### src/rtl/pkt_head_split.sv
module pkt_head_split #(
  parameter int BEAT_BYTES = 32,
  parameter int WHOLE_MAX  = 224,
  parameter int HEAD_BYTES = 192,
  parameter int TAG_W      = 8,
  parameter int LEN_W      = 16,
  localparam int DW = BEAT_BYTES * 8,
  localparam int BW = $clog2(BEAT_BYTES) + 1
) (
  input  logic             clk,
  input  logic             rst_n,
  input  logic             in_valid,
  output logic             in_ready,
  input  logic [DW-1:0]    in_data,
  input  logic             in_sop,
  input  logic             in_eop,
  input  logic [BW-1:0]    in_bytes,
  input  logic             in_prio,
  input  logic [TAG_W:0]   tag_free,
  output logic             lk_valid,
  input  logic             lk_ready,
  output logic [DW-1:0]    lk_data,
  output logic             lk_sop,
  output logic             lk_eop,
  output logic [BW-1:0]    lk_bytes,
  output logic             lk_cut,
  output logic             lk_prio,
  output logic [TAG_W-1:0] lk_tag,
  output logic             tail_valid,
  input  logic             tail_ready,
  output logic [DW-1:0]    tail_data,
  output logic             tail_first,
  output logic             tail_last,
  output logic [TAG_W-1:0] tail_tag,
  output logic [LEN_W-1:0] tail_len
);
  localparam int WB = WHOLE_MAX / BEAT_BYTES;
  localparam int HB = HEAD_BYTES / BEAT_BYTES;
  localparam int CW = $clog2(WB + 1);

  typedef enum logic [1:0] {S_FILL, S_LOOK, S_TAIL0, S_TAILP} state_t;

  state_t            st;
  logic [CW-1:0]     cnt, rd;
  logic              cut, prio;
  logic [BW-1:0]     lastb;
  logic [TAG_W-1:0]  cur_tag, nxt_tag;
  logic [LEN_W-1:0]  tacc;
  logic [DW-1:0]     stage [WB];

  wire in_fire = in_valid && in_ready;
  wire take    = (cnt != '0) || in_sop;
  wire lk_fire = lk_valid && lk_ready;
  wire tl_fire = tail_valid && tail_ready;

  assign in_ready = (st == S_FILL)  ? !(cnt == '0 && tag_free == '0) :
                    (st == S_TAILP) ? tail_ready : 1'b0;

  assign lk_valid = (st == S_LOOK);
  assign lk_data  = stage[rd];
  assign lk_sop   = (rd == '0);
  assign lk_eop   = cut ? (rd == CW'(HB - 1)) : (rd == cnt - CW'(1));
  assign lk_bytes = (!cut && lk_eop) ? lastb : BW'(BEAT_BYTES);
  assign lk_cut   = cut;
  assign lk_prio  = prio;
  assign lk_tag   = cur_tag;

  assign tail_valid = (st == S_TAIL0) || (st == S_TAILP && in_valid);
  assign tail_data  = (st == S_TAIL0) ? stage[HB] : in_data;
  assign tail_first = (st == S_TAIL0);
  assign tail_last  = (st == S_TAILP) && in_eop;
  assign tail_tag   = cur_tag;
  assign tail_len   = tail_last ? tacc + LEN_W'(in_bytes) : '0;

  always_ff @(posedge clk)
    if (st == S_FILL && in_fire && take) stage[cnt] <= in_data;

  always_ff @(posedge clk or negedge rst_n) begin
    if (!rst_n) begin
      st      <= S_FILL;
      cnt     <= '0;
      rd      <= '0;
      cut     <= 1'b0;
      prio    <= 1'b0;
      lastb   <= '0;
      cur_tag <= '0;
      nxt_tag <= '0;
      tacc    <= '0;
    end else begin
      case (st)
        S_FILL: if (in_fire && take) begin
          if (cnt == '0) begin
            cur_tag <= nxt_tag;
            nxt_tag <= nxt_tag + 1'b1;
            prio    <= in_prio;
          end
          cnt <= cnt + CW'(1);
          rd  <= '0;
          if (in_eop) begin
            lastb <= in_bytes;
            cut   <= 1'b0;
            st    <= S_LOOK;
          end else if (cnt == CW'(WB - 1)) begin
            cut <= 1'b1;
            st  <= S_LOOK;
          end
        end
        S_LOOK: if (lk_fire) begin
          if (lk_eop) begin
            st <= cut ? S_TAIL0 : S_FILL;
            if (!cut) cnt <= '0;
          end else begin
            rd <= rd + CW'(1);
          end
        end
        S_TAIL0: if (tl_fire) begin
          tacc <= LEN_W'(BEAT_BYTES);
          st   <= S_TAILP;
        end
        S_TAILP: if (tl_fire) begin
          tacc <= tacc + LEN_W'(BEAT_BYTES);
          if (in_eop) begin
            st  <= S_FILL;
            cnt <= '0;
          end
        end
        default: st <= S_FILL;
      endcase
    end
  end
endmodule

### config.mk
export PLATFORM = sky130hd
export DESIGN_NAME = pkt_head_split
export DESIGN_NICKNAME = d
export VERILOG_FILES = /design/src/rtl/pkt_head_split.sv
export SDC_FILE = /design/constraint.sdc
export NUM_CORES = 2
export LEC_CHECK = 0
export BUFFER_PORTS_ARGS = -buffer_cell sky130_fd_sc_hd__buf_2
export CAP_MARGIN = 20
export CORE_ASPECT_RATIO = 0.9
export CORE_MARGIN = 5
export CORE_UTILIZATION = 59
export CTS_BUF_LIST = sky130_fd_sc_hd__clkbuf_2 sky130_fd_sc_hd__clkbuf_4 sky130_fd_sc_hd__clkbuf_8
export DETAILED_ROUTE_END_ITERATION = 6
export GPL_ROUTABILITY_DRIVEN = 0
export HOLD_SLACK_MARGIN = 0.15
export PLACE_DENSITY_LB_ADDON = 0.2
export SYNTH_ARGS = -nofsm -noshare
export SYNTH_HDL_FRONTEND = slang
export SYNTH_SLANG_ARGS = --single-unit
### constraint.sdc
create_clock -name clk -period 32.7 [get_ports clk]
set_clock_uncertainty 0.15 [all_clocks]
set_input_delay 6.54 -clock clk [delete_from_list [all_inputs] [get_ports clk]]
set_output_delay 6.54 -clock clk [all_outputs]
set_load 0.005 [all_outputs]
==> impl_metrics.toml <==
[global_routing]
grt_pass1_wl_um = 268500
grt_antenna_before_repair = 22
grt_usage = 0.2719
grt_start_max_net_pins = 190
overflow = 0
grt_pass1_vias = 42400

[sta]
finalSetupViolations = 0
max-slew-margin-rel = 0.1289
hold-worst-slack_ns = 0.3289
slew_viol_final = 0
rsz0062_at_grt = "false"
fin_crit_sh = 0.4528
timing.fmax_ghz = 0.06754
hold_violations = 0
fin_crit_ns = 14.81
worst_pin_slew_ns = 1.307
setup_tns_ns = 0

[clock_network]
cts-root-buf = "clkbuf_8"
hold_buffers = 0
cts_tree = "yes"
cts_setup_buffers = 0
path_clk_slew_ns = 0.06
cts_buffers = 302
cts_max_level = 5
clockBufferDepth = 4
clk_latency_ns = 0.95
cts_resized = 0
cts.sinks = 1835

[logic_synthesis]
synth_area_leaders = "edfxtp_1 73%, mux4_2 7.8%, nand2_1 5.3%"
yosysWarnings = 0
synthArstFlopShare = 0.02343
synth_edf_count = 1792
synth_most_common_cell = "edfxtp_1"
synth_top_area_frac = 0.7299
syn-num-nets = 4628
ys.flop_type = "edfxtp_1"
syn_area_per_cell_um2 = 16.99
yosysSeqAreaShare = 0.7445
yosys.cell_types.count = 48
synth_common_cells = "1,792 x edfxtp_1, 1,038 x nand2_1, 269 x mux2_2, 263 x o21ai_0, 258 x mux2i_1"
yosysTopAreaCell = "edfxtp_1"
synth_area_um2 = 73730
ys_ff_latch = 1835
synthCells = 4340

[power]
pwr-share-seq = 0.418
power_frac_comb = 0.309
switching_share = 0.3064
net-switching-power_mw = 2.085
powerDensity_nw_per_um2 = 80.04
p_int_mw = 4.719
clkPwrFrac = 0.273
p_leak_nw = 30.40
peakVddDrop_uv = 64.58

[placement]
placed_cell_area_um2 = 79480
place_inst = 6608
hpwlAfterDp_um = 105900
place.port_buffers = 837

[detailed_routing]
drcViolationCount = 0
final_antenna_net_count = 0
drt-total-wl_um = 181900
via_per_inst = 5.858
first_iter_violations = 3771
wl_per_cell_um = 25.55
via_count = 41720
first_pass_iters = 5

[floorplan]
placementRows = 123
dieArea_um2 = 132100
die_h_um = 345.4
pin_count = 838
start_util = 0.5922
die_w_um = 382.6
core_um2 = 124500

[critical_path]
ff2ff_setup_slack_ns = 27.12
crit_required_ns = 26.01
crit_fanout = 11
worstSetupEndpointType = "output port"
arrival_ns = 8.12
crit_type = "in -> out"
start_kind = "primary input"

[layout]
syn2layout_area_growth_pct = 15.30
design.final.nets = 5575
fin_cells = 7121
drive_above_1_share = 0.3423
final_cell_area_um2 = 85010

[min_path]
hp-class = "reg -> reg"

[outcome]
status = "finished clean"

[flow_run]
maxCapViolCount = 0
## placed cells by master (no fill, tap or decap), types with 5 or more instances in the layout
master	n
buf_12	9
clkinvlp_4	8
clkbuf_8	307
clkbuf_4	104
nor2_1	23
edfxtp_1	1792
a21oi_1	9
buf_2	837
buf_4	46
clkinv_2	16
o21ai_0	263
nor3_1	9
dfrtp_1	41
nand3_1	7
inv_1	7
xnor2_1	15
clkinv_1	61
diode_2	13
and2_1	17
nand4_1	11
mux2_2	269
ha_1	9
mux2i_1	258
nand2_1	1038
mux4_2	256
xor2_1	11
nor2b_1	5
## layout make-up
class	count	area [um2]
inverter	9	48.80
timing repair buffer	893	4742
clock buffer	411	5006
clock inverter	89	489.2
sequential	1835	54900
antenna	13	32.53
fill	8254	39500
multi-input combinational	2246	17760
tap	1625	2033
## metrics by stage
step	total power, mW	setup slack, ns	util
final	6.804	17.89	0.6828
after global routing	7.122	17.84	0.6827
after CTS	6.861	17.97	0.6825
after detailed placement	5.007	17.97	0.6384
after global placement	4.979	18.03	0.6381
after floorplan	4.279	0.08819	-
## power by group through the flow
stage / registers [mW] / clock network, mW / logic [mW]
6_report: 2.84 / 1.86 / 2.10
5_1_grt: 2.85 / 2.01 / 2.26
4_1_cts: 2.84 / 1.89 / 2.13
3_5_place_dp: 2.89 / 0 / 2.12
3_3_place_gp: 2.88 / 0 / 2.10
2_1_floorplan: 2.96 / 0 / 1.32
## sequential cells by signal, indices dropped and copies added, names as in the netlist
name	count
lk_prio	1
rd	3
tacc	11
lk_tag	8
cnt	3
nxt_tag	8
lk_cut	1
stage	1792
st	2
lastb	6
## per-layer routing
layer,wire length (um),vias up,share of wire,global-route usage
met3,16970,295,0.093,0.07442
met2,89200,1877,0.49,0.4371
met1,69930,21120,0.38,0.3607
li1,-,18420,-,-
met4,5747,10,0.032,0.1021
met5,65,-,0.00036,0
## kinds of logic after synthesis
| logic type | after synthesis | share of synthesized area |
|---|---|---|
| flip-flops | 1835 | 0.7445 |
| buffers and inverters | 259 | 0.01524 |
| AND/OR/NAND/NOR | 1136 | 0.06042 |
| XOR/XNOR | 26 | 0.003089 |
| multiplexers | 786 | 0.1549 |
| AO/OA/AOI/OAI | 289 | 0.02033 |
| adder cells (fa/ha/maj) | 9 | 0.001527 |
## worst paths after layout
check	from	to	cells after the start
max	in_eop	tail_len[1]	5
min	nxt_tag[7]	nxt_tag[7]	1
max reg2reg	cnt[0]	stage[6][162]	10
min reg2reg	nxt_tag[7]	nxt_tag[7]	1
max in group asynchronous	rst_n	rd[0]	2
min in group asynchronous	rst_n	lastb[3]	2
## critical path, stage by stage
cell and delay, ns:
buf_2 0.19, nand3_1 0.35, inv_1 0.58, and2_1 0.22, buf_2 0.22
No activity file was read; power rests on OpenSTA's default activity.
